`config.mk`:
```
export PLATFORM = sky130hd
export DESIGN_NAME = uart_cmd_ctrl
export DESIGN_NICKNAME = d
export VERILOG_FILES = /design/src/rtl/uart_cmd_pkg.sv /design/src/rtl/uart_cmd_enable_fsm.sv /design/src/rtl/uart_cmd_pulse_reg.sv /design/src/rtl/uart_cmd_ctrl.sv
export SDC_FILE = /design/constraint.sdc
export NUM_CORES = 1
export LEC_CHECK = 0
export BUFFER_PORTS_ARGS = -buffer_cell sky130_fd_sc_hd__buf_2
export CELL_PAD_IN_SITES_DETAIL_PLACEMENT = 2
export CELL_PAD_IN_SITES_GLOBAL_PLACEMENT = 2
export CORE_AREA = 2 2 54 56
export DETAILED_ROUTE_END_ITERATION = 10
export DIE_AREA = 0 0 56 58
export PLACE_DENSITY_LB_ADDON = 0.1
export SKIP_CTS_REPAIR_TIMING = 1
export SLEW_MARGIN = 20
export SYNTH_ARGS = -nofsm -noshare
export SYNTH_HDL_FRONTEND = slang
export SYNTH_HIERARCHICAL = 1
export SYNTH_SLANG_ARGS = --single-unit
```
`constraint.sdc`:
```
create_clock -name clk -period 0.9 [get_ports clk]
set_input_delay 0.18 -clock clk [delete_from_list [all_inputs] [get_ports clk]]
set_output_delay 0.18 -clock clk [all_outputs]
set_load 0.03 [all_outputs]
```
`src/rtl/uart_cmd_pkg.sv`:
```
package uart_cmd_pkg;

    // Command bit positions inside the written word. Level channel k uses
    // bit 2k to turn on and bit 2k+1 to turn off.
    localparam int CMD_TX_ON      = 0;
    localparam int CMD_TX_OFF     = 1;
    localparam int CMD_RX_ON      = 2;
    localparam int CMD_RX_OFF     = 3;
    localparam int CMD_FIFO_ON    = 4;
    localparam int CMD_FIFO_OFF   = 5;
    localparam int CMD_RTS_ON     = 6;
    localparam int CMD_RTS_OFF    = 7;
    localparam int CMD_TX_RESET   = 8;
    localparam int CMD_RX_RESET   = 9;
    localparam int CMD_STAT_CLR   = 10;
    localparam int CMD_TXF_FLUSH  = 11;
    localparam int CMD_RXF_FLUSH  = 12;

    localparam int NUM_LEVELS     = 4;
    localparam int NUM_PULSES     = 5;
    localparam int PULSE_BASE     = 2 * NUM_LEVELS;
    localparam int CMD_W          = PULSE_BASE + NUM_PULSES;

    typedef enum logic {
        ST_OFF = 1'b0,
        ST_ON  = 1'b1
    } level_state_e;

endpackage

```
`src/rtl/uart_cmd_enable_fsm.sv`:
```
module uart_cmd_enable_fsm
    import uart_cmd_pkg::*;
(
    input  logic clk,
    input  logic rst_n,
    input  logic on_cmd,
    input  logic off_cmd,
    output logic active_o
);

    level_state_e state_q, state_d;

    // state register
    always_ff @(posedge clk or negedge rst_n) begin
        if (!rst_n) begin
            state_q <= ST_OFF;
        end else begin
            state_q <= state_d;
        end
    end

    // next state: turn_on needs on without off, turn_off needs off
    always_comb begin
        state_d = state_q;
        unique case (state_q)
            ST_OFF: if (on_cmd && !off_cmd) state_d = ST_ON;
            ST_ON:  if (off_cmd)            state_d = ST_OFF;
            default: state_d = ST_OFF;
        endcase
    end

    // outputs
    always_comb begin
        active_o = (state_q == ST_ON);
    end


    off_wins_chk: assert property (@(posedge clk) disable iff (!rst_n)
        off_cmd |=> !active_o);


    on_takes_chk: assert property (@(posedge clk) disable iff (!rst_n)
        (on_cmd && !off_cmd) |=> active_o);


    level_hold_chk: assert property (@(posedge clk) disable iff (!rst_n)
        (!on_cmd && !off_cmd) |=> $stable(active_o));

endmodule

```
`src/rtl/uart_cmd_pulse_reg.sv`:
```
module uart_cmd_pulse_reg #(
    parameter int N = 5
) (
    input  logic         clk,
    input  logic         rst_n,
    input  logic [N-1:0] fire_i,
    output logic [N-1:0] pulse_o
);

    always_ff @(posedge clk or negedge rst_n) begin
        if (!rst_n) begin
            pulse_o <= '0;
        end else begin
            pulse_o <= fire_i;
        end
    end


    pulse_quiet_chk: assert property (@(posedge clk) disable iff (!rst_n)
        (fire_i == '0) |=> (pulse_o == '0));

endmodule

```
`src/rtl/uart_cmd_ctrl.sv`:
```
module uart_cmd_ctrl
    import uart_cmd_pkg::*;
#(
    parameter int              DATA_W  = 32,
    parameter int              MODE_W  = 2,
    parameter logic [MODE_W-1:0] HS_MODE = 2
) (
    input  logic              clk,
    input  logic              rst_n,
    input  logic              wr_en,
    input  logic [DATA_W-1:0] wr_data,
    input  logic [MODE_W-1:0] port_mode,
    output logic              tx_enable,
    output logic              rx_enable,
    output logic              fifo_enable,
    output logic              rts_out,
    output logic              tx_reset_pulse,
    output logic              rx_reset_pulse,
    output logic              status_clear_pulse,
    output logic              txf_flush_pulse,
    output logic              rxf_flush_pulse
);

    logic [CMD_W-1:0]      cmd_vec;
    logic [NUM_LEVELS-1:0] level_q;
    logic [NUM_PULSES-1:0] pulse_q;
    logic                  unused_hi;

    assign cmd_vec   = wr_en ? wr_data[CMD_W-1:0] : '0;
    assign unused_hi = ^wr_data[DATA_W-1:CMD_W];

    // one state machine per level channel
    for (genvar k = 0; k < NUM_LEVELS; k++) begin : g_level
        uart_cmd_enable_fsm u_fsm (
            .clk      (clk),
            .rst_n    (rst_n),
            .on_cmd   (cmd_vec[2*k]),
            .off_cmd  (cmd_vec[2*k+1]),
            .active_o (level_q[k])
        );
    end

    uart_cmd_pulse_reg #(.N(NUM_PULSES)) u_pulse (
        .clk     (clk),
        .rst_n   (rst_n),
        .fire_i  (cmd_vec[PULSE_BASE +: NUM_PULSES]),
        .pulse_o (pulse_q)
    );

    always_comb begin
        tx_enable          = level_q[CMD_TX_ON / 2];
        rx_enable          = level_q[CMD_RX_ON / 2];
        fifo_enable        = level_q[CMD_FIFO_ON / 2];
        rts_out            = (port_mode == HS_MODE) ? level_q[CMD_RTS_ON / 2]
                                                    : !level_q[CMD_RTS_ON / 2];
        tx_reset_pulse     = pulse_q[CMD_TX_RESET  - PULSE_BASE];
        rx_reset_pulse     = pulse_q[CMD_RX_RESET  - PULSE_BASE];
        status_clear_pulse = pulse_q[CMD_STAT_CLR  - PULSE_BASE];
        txf_flush_pulse    = pulse_q[CMD_TXF_FLUSH - PULSE_BASE];
        rxf_flush_pulse    = pulse_q[CMD_RXF_FLUSH - PULSE_BASE];
    end


    rts_hs_assert_chk: assert property (@(posedge clk) disable iff (!rst_n)
        (wr_en && wr_data[CMD_RTS_ON] && !wr_data[CMD_RTS_OFF])
        |=> ((port_mode != HS_MODE) || rts_out));


    rts_release_chk: assert property (@(posedge clk) disable iff (!rst_n)
        (wr_en && wr_data[CMD_RTS_OFF]) |=> (rts_out == (port_mode != HS_MODE)));


    rx_off_chk: assert property (@(posedge clk) disable iff (!rst_n)
        (wr_en && wr_data[CMD_RX_OFF]) |=> !rx_enable);


    fifo_off_chk: assert property (@(posedge clk) disable iff (!rst_n)
        (wr_en && wr_data[CMD_FIFO_OFF]) |=> !fifo_enable);


    no_write_chk: assert property (@(posedge clk) disable iff (!rst_n)
        !wr_en |=> ($stable(tx_enable) && $stable(rx_enable) && $stable(fifo_enable)
                    && !tx_reset_pulse && !rx_reset_pulse && !status_clear_pulse
                    && !txf_flush_pulse && !rxf_flush_pulse));

endmodule

```
==> results of run 1 <==
## per-stage QoR
stage | setup WS (ns) | setup TNS (ns)
floorplan | 0.0178 | 0
global placement | -0.0936 | -0.0936
detailed placement | -0.0985 | -0.0985
CTS | -0.361 | -1.12
global route | -0.309 | -1.08
finish | -0.253 | -0.688
## metal layers
| layer | vias up | routed length (um) | GRT usage [%] |
|---|---|---|---|
| met5 | - | 0 | 0 |
| li1 | 150 | - | - |
| met1 | 144 | 345 | 7.31 |
| met4 | 0 | 0 | 4.08 |
| met3 | 0 | 99 | 2.90 |
| met2 | 18 | 456 | 9.75 |
## critical path, stage by stage, from the launching register on
cell and delay (ns):
sky130_fd_sc_hd__dfrtp_2 0.44, sky130_fd_sc_hd__xnor2_4 0.13, sky130_fd_sc_hd__buf_6 0.14
## cells in the final DEF, fill, tap and decap left out
| cell type | netlist | routed |
|---|---|---|
| sky130_fd_sc_hd__clkbuf_1 | 0 | 1 |
| sky130_fd_sc_hd__o21ba_1 | 4 | 4 |
| sky130_fd_sc_hd__buf_6 | 1 | 9 |
| sky130_fd_sc_hd__nor2b_2 | 1 | 1 |
| sky130_fd_sc_hd__and2_1 | 3 | 3 |
| sky130_fd_sc_hd__xnor2_4 | 0 | 1 |
| sky130_fd_sc_hd__clkbuf_4 | 0 | 3 |
| sky130_fd_sc_hd__and2_2 | 10 | 10 |
| sky130_fd_sc_hd__dlygate4sd3_1 | 0 | 1 |
| sky130_fd_sc_hd__buf_2 | 0 | 17 |
| sky130_fd_sc_hd__dfrtp_2 | 0 | 1 |
| sky130_fd_sc_hd__dfrtp_1 | 9 | 8 |
## power groups by stage
stage	Clock [mW]	Sequential (mW)	Combinational, mW
floorplan	0	0.518	0.0899
global placement	0	0.463	0.227
detailed placement	0	0.464	0.229
CTS	0.333	0.457	0.229
global route	0.367	0.466	0.289
finish	0.309	0.463	0.269
## sequential cells by signal (all words and copies together), names as in the netlist
register                flops
g_level.u_fsm/active_o      4
u_pulse/pulse_o             5
## cells by family (layout without fill, tap and decap cells)
family,after synthesis,in the layout
and+or+nand+nor,14,14
xor gates and xnor gates,1,1
AOI/OAI and AO/OA,4,4
DFF,9,9
buffers and inverters,1,31
## cell type report
class | instances | area [um^2] | area share (%)
multi-input cells | 19 | 170 | 25.9
flip-flops and latches | 9 | 226 | 34.4
well taps | 31 | 38.8 | 5.89
repair buffers | 27 | 196 | 29.8
clock buffers | 4 | 26.3 | 3.99
## worst min path at each step
| stage | start | to | slack, ns | cells past startpoint |
|---|---|---|---|---|
| final | wr_data[9] | u_pulse/pulse_o[1] | 0.14 | 2 |
| after global routing | wr_data[9] | u_pulse/pulse_o[1] | 0.13 | 2 |
| after CTS | rst_n | g_level[1].u_fsm/active_o | -0.24 | 1 |
| after detailed placement | rst_n | g_level[3].u_fsm/active_o | 0.05 | 1 |
| after global placement | rst_n | g_level[3].u_fsm/active_o | 0.05 | 1 |
| after floorplan | rst_n | g_level[0].u_fsm/active_o | -0.12 | 0 |
==> flow_summary.json, run 1 <==
{
  "yosysWarnings": 6,
  "maxClockFrequency_mhz": 867,
  "synth_top_family_by_area": "simple AND/OR/NAND/NOR gates",
  "place_congestion": 0.590,
  "maxCapViolCount": 0,
  "grt.overflow.total": 0,
  "maximum_number_of_pins_on_one_net_before_global_route_repair": 14,
  "total_switching_power_mw": 0.286,
  "startpoint": "g_level[3].u_fsm/active_o",
  "drt_drc_violations_left": 0,
  "design.core.area_um2": 2660,
  "final_min_period_over_clock_period_pct": 128,
  "synth_ff_type": "sky130_fd_sc_hd__dfrtp_1",
  "yosysMostFrequentCell": "sky130_fd_sc_hd__and2_2",
  "status": "finished with violations",
  "violations_in_the_final_reports": "setup timing",
  "port_buffers": 26,
  "synth-async-reset-ratio_pct": 100,
  "yosys_register_bits": 9,
  "synth_commonest_cells": "10 x sky130_fd_sc_hd__and2_2, 9 x sky130_fd_sc_hd__dfrtp_1, 4 x sky130_fd_sc_hd__o21ba_1",
  "cts.clk_slew.worst_paths_ns": 0.06,
  "final.setup_skew_ns": 0,
  "synth.area.top_cells": "sky130_fd_sc_hd__dfrtp_1 58%, sky130_fd_sc_hd__and2_2 19%, sky130_fd_sc_hd__o21ba_1 10%",
  "setup.worst_path.class": "flip-flop to output pin",
  "synth_largest_area_cell": "sky130_fd_sc_hd__dfrtp_1",
  "global_route_wire_length_before_repair_um": 1460,
  "timing.critical_path.fanout_max": 2,
  "synthesis.nets": 66,
  "final-max-slew-violation-count": 0,
  "post_synth_fa_ha_maj_area_fraction_pct": 0,
  "worst_r2r_path_depth": 1,
  "post-route-cell-area_um2": 658,
  "floorplan.initialDensity_pct": 14.6,
  "clk_path_buf_depth": 2,
  "viasPerCell": 3.47,
  "htree_num_levels": 1,
  "initialDrtViolationCount": 0,
  "clock_latency_ns": 0.25,
  "clockPowerShare_pct": 29.7,
  "crit_arrival_ns": 0.97,
  "placed_cells_incl_taps": 85,
  "slack_of_the_worst_reg_to_reg_path_ns": 0.17,
  "fillCellCount": 315,
  "worstSetupEndpointType": "output pin",
  "area_growth_syn_to_layout_pct": 69.7,
  "cts_inserted_buffers": 3,
  "synth_compound_gate_area_share_pct": 10.3,
  "share_of_total_power_in_sequential_cells_pct": 44.5,
  "post_synth_and_or_nand_nor_area_fraction_pct": 26.5,
  "route.vias.total": 312,
  "route.detailed.wl_per_inst_um": 10.0,
  "max-slew-margin-rel_pct": 85.6,
  "global_route.usage.total_pct": 6.40,
  "report.final.setup_viol": 9,
  "timing_hold_violations_final": 0,
  "placementRows": 19,
  "grt_setup_unrepaired": "true",
  "final_core_util_pct": 24.7,
  "syn_area_um2": 388,
  "stdcell_count": 90,
  "category_of_the_worst_setup_path_launch_point": "flip-flop",
  "timing.critical_path.required_ns": 0.72,
  "top_level_ports": 46,
  "drive_gt1_share_pct": 71.2,
  "rr_endpoint": "g_level[3].u_fsm/active_o",
  "diodes": 0,
  "drtAntennaViolNets": 0,
  "grt_pass1_vias": 316,
  "die_x_um": 56,
  "floorplan.die.height_um": 58,
  "parity_gate_share_of_the_synthesized_area_counting_xor_and_xnor_cells_pct": 2.26,
  "overall_die_area_um2": 3250,
  "postSynthCellCount": 29,
  "synth-edff-count": 0,
  "drt_first_pass_iters": 1,
  "syn_avg_cell_area_um2": 13.4,
  "p_leak_nw": 0.333,
  "yosysSeqAreaShare_pct": 58.1,
  "layout.nets": 97,
  "timing_worst_slew_pin_value_ns": 0.215,
  "clockRootBuffer": "sky130_fd_sc_hd__clkbuf_4",
  "worst_slack_ns": -0.253,
  "total_power_mw": 1.04,
  "cellInternalPower_mw": 0.755,
  "min-delay-path-class": "input port to flip-flop",
  "netSwitchingFraction_pct": 27.5,
  "numClockSinks": 9,
  "clock_tree_from_tritoncts": "built",
  "fin_hold_ws_ns": 0.136,
  "worst_flop_to_flop_path_startpoint": "g_level[3].u_fsm/active_o",
  "post-route-min-period_ns": 1.15,
  "critPathCapture": "rts_out",
  "share_comb_of_total_power_pct": 25.8,
  "finalWirelength_um": 901,
  "synthDistinctLibCells": 7,
  "placedInstanceArea_um2": 564,
  "synth_mux_area_share_pct": 0,
  "cellPowerDensity_nw_per_um2": 1580,
  "antenna_violations_before_repair": 0,
  "worst_ir_drop_vdd_mv": 0.491,
  "post_synth_top_area_share_pct": 58.1
}
Power figures use the tool's default switching activity.
==> run 2, diff against run 1 <==
==> constraint.sdc (replaced) <==
create_clock -name clk -period 0.9 [get_ports clk]
set_input_delay 0.09 -clock clk [delete_from_list [all_inputs] [get_ports clk]]
set_output_delay 0.09 -clock clk [all_outputs]
set_load 0.03 [all_outputs]
==> run 2 against run 1 <==
The run still ends with setup timing left. Sequential share of layout area increased by 0.072 points. Sequential cell count unchanged. Largest power group unchanged. Routed wire length decreased by 0.89%. Cell area shrank 0.76%. Via count is 3.2% higher. Sequential power is 1% lower. Global-route usage down 0.33 points. Setup slack gained 0.12 ns. Power down 1.1%. Cell count grew 1.1%. Critical path depth unchanged.
==> flow_summary.json, run 2 (synthesized netlist as in run 1, its figures left out) <==
{
  "cp_top_family": "flip-flops",
  "final_min_period_over_clock_period_pct": 115,
  "worst_ir_drop_vdd_mv": 0.496,
  "max_flop_register": "u_pulse/pulse_o",
  "total_switching_power_mw": 0.278,
  "grt_pass1_vias": 341,
  "final-max-slew-violation-count": 0,
  "area_growth_syn_to_layout_pct": 68.4,
  "clockRootBuffer": "sky130_fd_sc_hd__clkbuf_4",
  "viasPerCell": 3.54,
  "floorplan.die.height_um": 58,
  "route.detailed.wl_per_inst_um": 9.81,
  "maxClockFrequency_mhz": 969,
  "largest_reg_flops": 5,
  "drtAntennaViolNets": 0,
  "grt.overflow.total": 0,
  "diodes": 0,
  "finalWirelength_um": 893,
  "global_route.usage.total_pct": 6.07,
  "share_of_total_power_in_sequential_cells_pct": 44.5,
  "final_core_util_pct": 24.5,
  "design.core.area_um2": 2660,
  "fillCellCount": 308,
  "fin_setup_tns_ns": -0.132,
  "layout_common_cells": "17 x sky130_fd_sc_hd__buf_2, 10 x sky130_fd_sc_hd__and2_2, 9 x sky130_fd_sc_hd__dfrtp_1, 9 x sky130_fd_sc_hd__buf_6, 4 x sky130_fd_sc_hd__o21ba_1",
  "report.final.setup_viol": 1,
  "initialDrtViolationCount": 0,
  "layout.nets": 98,
  "netSwitchingFraction_pct": 27.0,
  "final.setup_skew_ns": 0,
  "port_buffers": 26,
  "clock_tree_from_tritoncts": "built",
  "floorplan.initialDensity_pct": 14.6,
  "drt_drc_violations_left": 0,
  "route.vias.total": 322,
  "top_level_ports": 46,
  "cellInternalPower_mw": 0.751,
  "die_x_um": 56,
  "timing.critical_path.required_ns": 0.81,
  "worst_slack_ns": -0.132,
  "critical_path.n_buffers_inverters": 1,
  "worst_case_setup_slack_after_placement_ns": 0.0715,
  "overall_die_area_um2": 3250,
  "multi_input_comb_area_um2": 159,
  "post-route-cell-area_um2": 653,
  "place_congestion": 0.579,
  "drive_gt1_share_pct": 70.0,
  "cts_inserted_buffers": 3,
  "clockPowerShare_pct": 29.6,
  "share_comb_of_total_power_pct": 25.9,
  "htree_num_levels": 1,
  "numClockSinks": 9,
  "drt_first_pass_iters": 1,
  "max-slew-margin-rel_pct": 86.1,
  "category_of_the_worst_setup_path_launch_point": "flip-flop",
  "antenna_violations_before_repair": 0,
  "violations_in_the_final_reports": "setup timing",
  "crit_arrival_ns": 0.94,
  "maxCapViolCount": 0,
  "maximum_number_of_pins_on_one_net_before_global_route_repair": 14,
  "placementRows": 19,
  "setup.worst_path.class": "flip-flop to output pin",
  "cp_cell_sequence": "xnor2_2 > buf_6",
  "placedInstanceArea_um2": 553,
  "global_route_wire_length_before_repair_um": 1410,
  "timing.critical_path.fanout_max": 2,
  "clock_latency_ns": 0.25,
  "p_leak_nw": 0.338,
  "clk_path_buf_depth": 2,
  "cpMaxStageDelayCell": "sky130_fd_sc_hd__dfrtp_1",
  "post-route-min-period_ns": 1.03,
  "cts.clk_slew.worst_paths_ns": 0.06,
  "cellPowerDensity_nw_per_um2": 1580,
  "cpPeakStageDelay_ns": 0.40,
  "grt_setup_unrepaired": "true",
  "status": "finished with violations",
  "worstSetupEndpointType": "output pin",
  "seq_area_um2": 225,
  "layout.cells.most_common": "sky130_fd_sc_hd__buf_2",
  "total_power_mw": 1.03,
  "min-delay-path-class": "input port to flip-flop",
  "timing_worst_slew_pin_value_ns": 0.208,
  "timing_hold_violations_final": 0
}
[run 2: cell count changes in the layout (fill, tap and decap cells not counted)]
| cell | before | now |
|---|---|---|
| sky130_fd_sc_hd__dfrtp_1 | 8 | 9 |
| sky130_fd_sc_hd__dfrtp_2 | 1 | 0 |
| sky130_fd_sc_hd__xnor2_4 | 1 | 0 |
| sky130_fd_sc_hd__xnor2_2 | 0 | 1 |
| sky130_fd_sc_hd__buf_4 | 0 | 1 |
[run 2: area by class of cell]
class	count	area share, %
Multi-Input combinational cell	19	24.3
Clock buffer	4	4.02
Sequential cell	9	34.5
Tap cell	31	5.94
Timing Repair Buffer	28	31.2
[run 2: worst reg2reg max path, delay by kind of cell (launching register included)]
family | cells | cell delay, ns
buffers and inverters | 1 | 0.13
AOI/OAI and AO/OA | 1 | 0.17
DFF | 1 | 0.39
[run 2: worst paths after layout]
check	start	to	slack [ns]	cells past startpoint
max	g_level[3].u_fsm/active_o	rts_out	-0.13	2
min	wr_data[8]	u_pulse/pulse_o[0]	0.05	2
max in group asynchronous	rst_n	g_level[2].u_fsm/active_o	0.51	2
min in group asynchronous	rst_n	u_pulse/pulse_o[3]	0.21	2
max reg2reg	g_level[2].u_fsm/active_o	g_level[2].u_fsm/active_o	0.11	2
min reg2reg	g_level[1].u_fsm/active_o	g_level[1].u_fsm/active_o	0.52	1
[run 2: per-layer routing]
layer / track usage (%) / vias to the layer above / share of wire [%]
met4: 4.08 / 0 / 0
met3: 2.90 / 0 / 6.4
met1: 6.08 / 157 / 42
li1: - / 153 / -
met2: 10.1 / 12 / 52
met5: 0 / - / 0
[run 2: through the flow]
step	hold WS [ns]	std cells
final	0.0454	91
after global routing	0.0359	91
after CTS	-0.330	89
after detailed placement	-0.0432	85
after global placement	-0.0436	85
after floorplan	-0.206	29
[run 2: power groups by stage]
stage	clock (mW)	combinational, mW	sequential [mW]
global placement	0	0.218	0.461
finish	0.305	0.267	0.458
floorplan	0	0.0802	0.515
CTS	0.329	0.219	0.453
global route	0.352	0.287	0.460
detailed placement	0	0.219	0.461
==> run 3, diff against run 2 <==
Settings changed: ABC_AREA set to 1, CELL_PAD_IN_SITES_DETAIL_PLACEMENT 2 to 0, CELL_PAD_IN_SITES_GLOBAL_PLACEMENT 2 to 1, CORE_AREA 2 2 54 56 to 2 2 49 51, DIE_AREA 0 0 56 58 to 0 0 51 53.
==> run 3 against run 2 <==
The flow still finishes with violations (setup timing). Setup slack got worse by 0.0053 ns. Non-clock buffer count down 1. Register-to-register slack better by 0.13 ns. Cell area shrank 4.0%. Critical path depth grew 2. Clock-buffer cell count unchanged. Sequential cell count did not move. Power is 2.7% lower. Synthesized cell count up 72%. Cell count is 19% higher. Clock skew did not move. Largest power group unchanged. Highest routed layer unchanged.
==> flow_summary.json, run 3 <==
{
  "yosys_register_bits": 9,
  "fin_setup_tns_ns": -0.137,
  "die_x_um": 51,
  "max_flop_register": "u_pulse/pulse_o",
  "overall_die_area_um2": 2700,
  "rr_endpoint": "g_level[0].u_fsm/active_o",
  "drive_gt1_share_pct": 36.3,
  "drt_first_pass_iters": 2,
  "design.core.area_um2": 2150,
  "largest_reg_flops": 5,
  "post-route-cell-area_um2": 627,
  "final-max-slew-violation-count": 0,
  "maxClockFrequency_mhz": 964,
  "layout_common_cells": "17 x sky130_fd_sc_hd__buf_2, 16 x sky130_fd_sc_hd__nand2_1, 15 x sky130_fd_sc_hd__inv_1",
  "grt.overflow.total": 0,
  "holdCritStartpoint": "wr_data[8]",
  "floorplan.die.height_um": 53,
  "viasPerCell": 3.32,
  "dp.final_hpwl_um": 619,
  "report.final.setup_viol": 1,
  "synth_largest_area_cell": "sky130_fd_sc_hd__dfrtp_1",
  "violations_in_the_final_reports": "setup timing",
  "drt_drc_violations_left": 0,
  "maximum_number_of_pins_on_one_net_before_global_route_repair": 14,
  "postSynthCellCount": 50,
  "clk_path_buf_depth": 2,
  "cts.clk_slew.worst_paths_ns": 0.06,
  "global_route.usage.total_pct": 6.88,
  "fillCellCount": 249,
  "layout.nets": 118,
  "synth_ff_type": "sky130_fd_sc_hd__dfrtp_1",
  "max-slew-margin-rel_pct": 84.1,
  "slack_of_the_worst_reg_to_reg_path_ns": 0.24,
  "clock_latency_ns": 0.25,
  "clock_tree_from_tritoncts": "built",
  "timing.hold.worst_endpoint": "u_pulse/pulse_o[0]",
  "cpPeakStageDelay_ns": 0.39,
  "total_power_mw": 1.00,
  "route.vias.total": 359,
  "placementRows": 17,
  "synth-async-reset-ratio_pct": 100,
  "drtAntennaViolNets": 0,
  "p_leak_nw": 0.417,
  "crit_arrival_ns": 0.95,
  "htree_num_levels": 1,
  "synthesis.nets": 87,
  "setup.worst_path.class": "flip-flop to output pin",
  "worst_ir_drop_vdd_mv": 0.572,
  "yosysWarnings": 6,
  "top_level_ports": 46,
  "timing.hold.worst_path_depth": 3,
  "numClockSinks": 9,
  "yosysMostFrequentCell": "sky130_fd_sc_hd__nand2_1",
  "synth.area.top_cells": "sky130_fd_sc_hd__dfrtp_1 58%, sky130_fd_sc_hd__nand2_1 15%, sky130_fd_sc_hd__inv_1 15%",
  "final_min_period_over_clock_period_pct": 115,
  "post_synth_top_area_share_pct": 58.1,
  "cellPowerDensity_nw_per_um2": 1600,
  "post-route-min-period_ns": 1.04,
  "finalWirelength_um": 810,
  "place_congestion": 0.509,
  "multi_input_comb_area_um2": 95.1,
  "route.detailed.wl_per_inst_um": 7.50,
  "synth_commonest_cells": "16 x sky130_fd_sc_hd__nand2_1, 15 x sky130_fd_sc_hd__inv_1, 9 x sky130_fd_sc_hd__dfrtp_1",
  "final.setup_skew_ns": 0,
  "global_route_wire_length_before_repair_um": 1320,
  "cts_inserted_buffers": 3,
  "synth-edff-count": 0,
  "yosysSeqAreaShare_pct": 58.1,
  "grt_setup_unrepaired": "true",
  "timing.critical_path.fanout_max": 3,
  "syn_area_um2": 388,
  "layout.cells.most_common": "sky130_fd_sc_hd__buf_2",
  "worst_slack_ns": -0.137,
  "initialDrtViolationCount": 1,
  "seq_area_um2": 225,
  "cpMaxStageDelayCell": "sky130_fd_sc_hd__dfrtp_1",
  "timing_hold_violations_final": 0,
  "min-delay-path-class": "input port to flip-flop",
  "area_growth_syn_to_layout_pct": 61.6,
  "grt_pass1_vias": 323,
  "floorplan.initialDensity_pct": 18.1,
  "timing.critical_path.required_ns": 0.81,
  "antenna_violations_before_repair": 0,
  "placedInstanceArea_um2": 542,
  "clockRootBuffer": "sky130_fd_sc_hd__clkbuf_4",
  "timing_worst_slew_pin_value_ns": 0.239,
  "status": "finished with violations",
  "cp_common_cell": "sky130_fd_sc_hd__nand2_1",
  "synthDistinctLibCells": 6,
  "port_buffers": 26,
  "worstSetupEndpointType": "output pin",
  "diodes": 0,
  "syn_avg_cell_area_um2": 7.76,
  "maxCapViolCount": 0,
  "worst_flop_to_flop_path_startpoint": "g_level[0].u_fsm/active_o",
  "category_of_the_worst_setup_path_launch_point": "flip-flop",
  "cp_cell_sequence": "inv_1 > nand2_1 > nand2_1 > buf_6",
  "worst_r2r_path_depth": 2
}
==> run 3: cell types whose count changed in the layout (fill, tap and decap cells not counted), sizes merged <==
cell,before,now
and2,13,0
buf,27,26
inv,0,15
nand2,0,16
nand3,0,1
nor2,0,8
nor2b,1,0
o21ba,4,0
xnor2,1,0
==> run 3: cell type report <==
class / count / area share, %
clock buffer: 4 / 4.19
inverter: 15 / 8.98
multi-input combinational: 25 / 15.2
tap: 28 / 5.59
sequential: 9 / 35.9
timing repair buffer: 27 / 30.1
==> run 3: worst max-delay path by stage <==
stage,endpoint,depth (start not counted),startpoint
finish,rts_out,4,g_level[3].u_fsm/active_o
detailed placement,rts_out,4,g_level[3].u_fsm/active_o
CTS,rts_out,4,g_level[3].u_fsm/active_o
global route,rts_out,4,g_level[3].u_fsm/active_o
global placement,rts_out,4,g_level[3].u_fsm/active_o
floorplan,rts_out,3,g_level[3].u_fsm/active_o
==> run 3: logic make-up after synthesis <==
group | count (synthesis) | synth area share [%]
buffers and inverters | 16 | 17.4
DFF | 9 | 58.1
and+or+nand+nor | 25 | 24.5
==> run 3: power by group <==
group          leakage (nW)  internal [mW]  switching, mW
logic                 0.290          0.110          0.135
registers             0.113          0.437         0.0188
clock network        0.0150          0.170          0.131
==> run 3: critical path: cells and delay by family, from the launching register on <==
kind / cells / cell delay (ns)
DFF: 1 / 0.39
buffers and inverters: 2 / 0.19
and+or+nand+nor: 2 / 0.12
==> run 3: routing by layer <==
| metal | share of wire [%] | global-route usage (%) | up-vias |
|---|---|---|---|
| met4 | 0 | 4.05 | 0 |
| met3 | 11 | 3.11 | 0 |
| li1 | - | - | 195 |
| met2 | 47 | 10.2 | 15 |
| met1 | 42 | 8.16 | 149 |
| met5 | 0 | 0 | - |
==> run 3: stage by stage <==
step / instances / hold slack, ns / setup WS (ns) / utilization [%]
3_5_place_dp: 103 / -0.0454 / 0.0986 / 25.2
5_1_grt: 108 / 0.0153 / -0.195 / 29.2
3_3_place_gp: 103 / -0.0427 / 0.109 / 25.2
2_1_floorplan: 50 / -0.206 / 0.142 / -
6_report: 108 / 0.0210 / -0.137 / 29.2
4_1_cts: 107 / -0.327 / -0.188 / 26.4
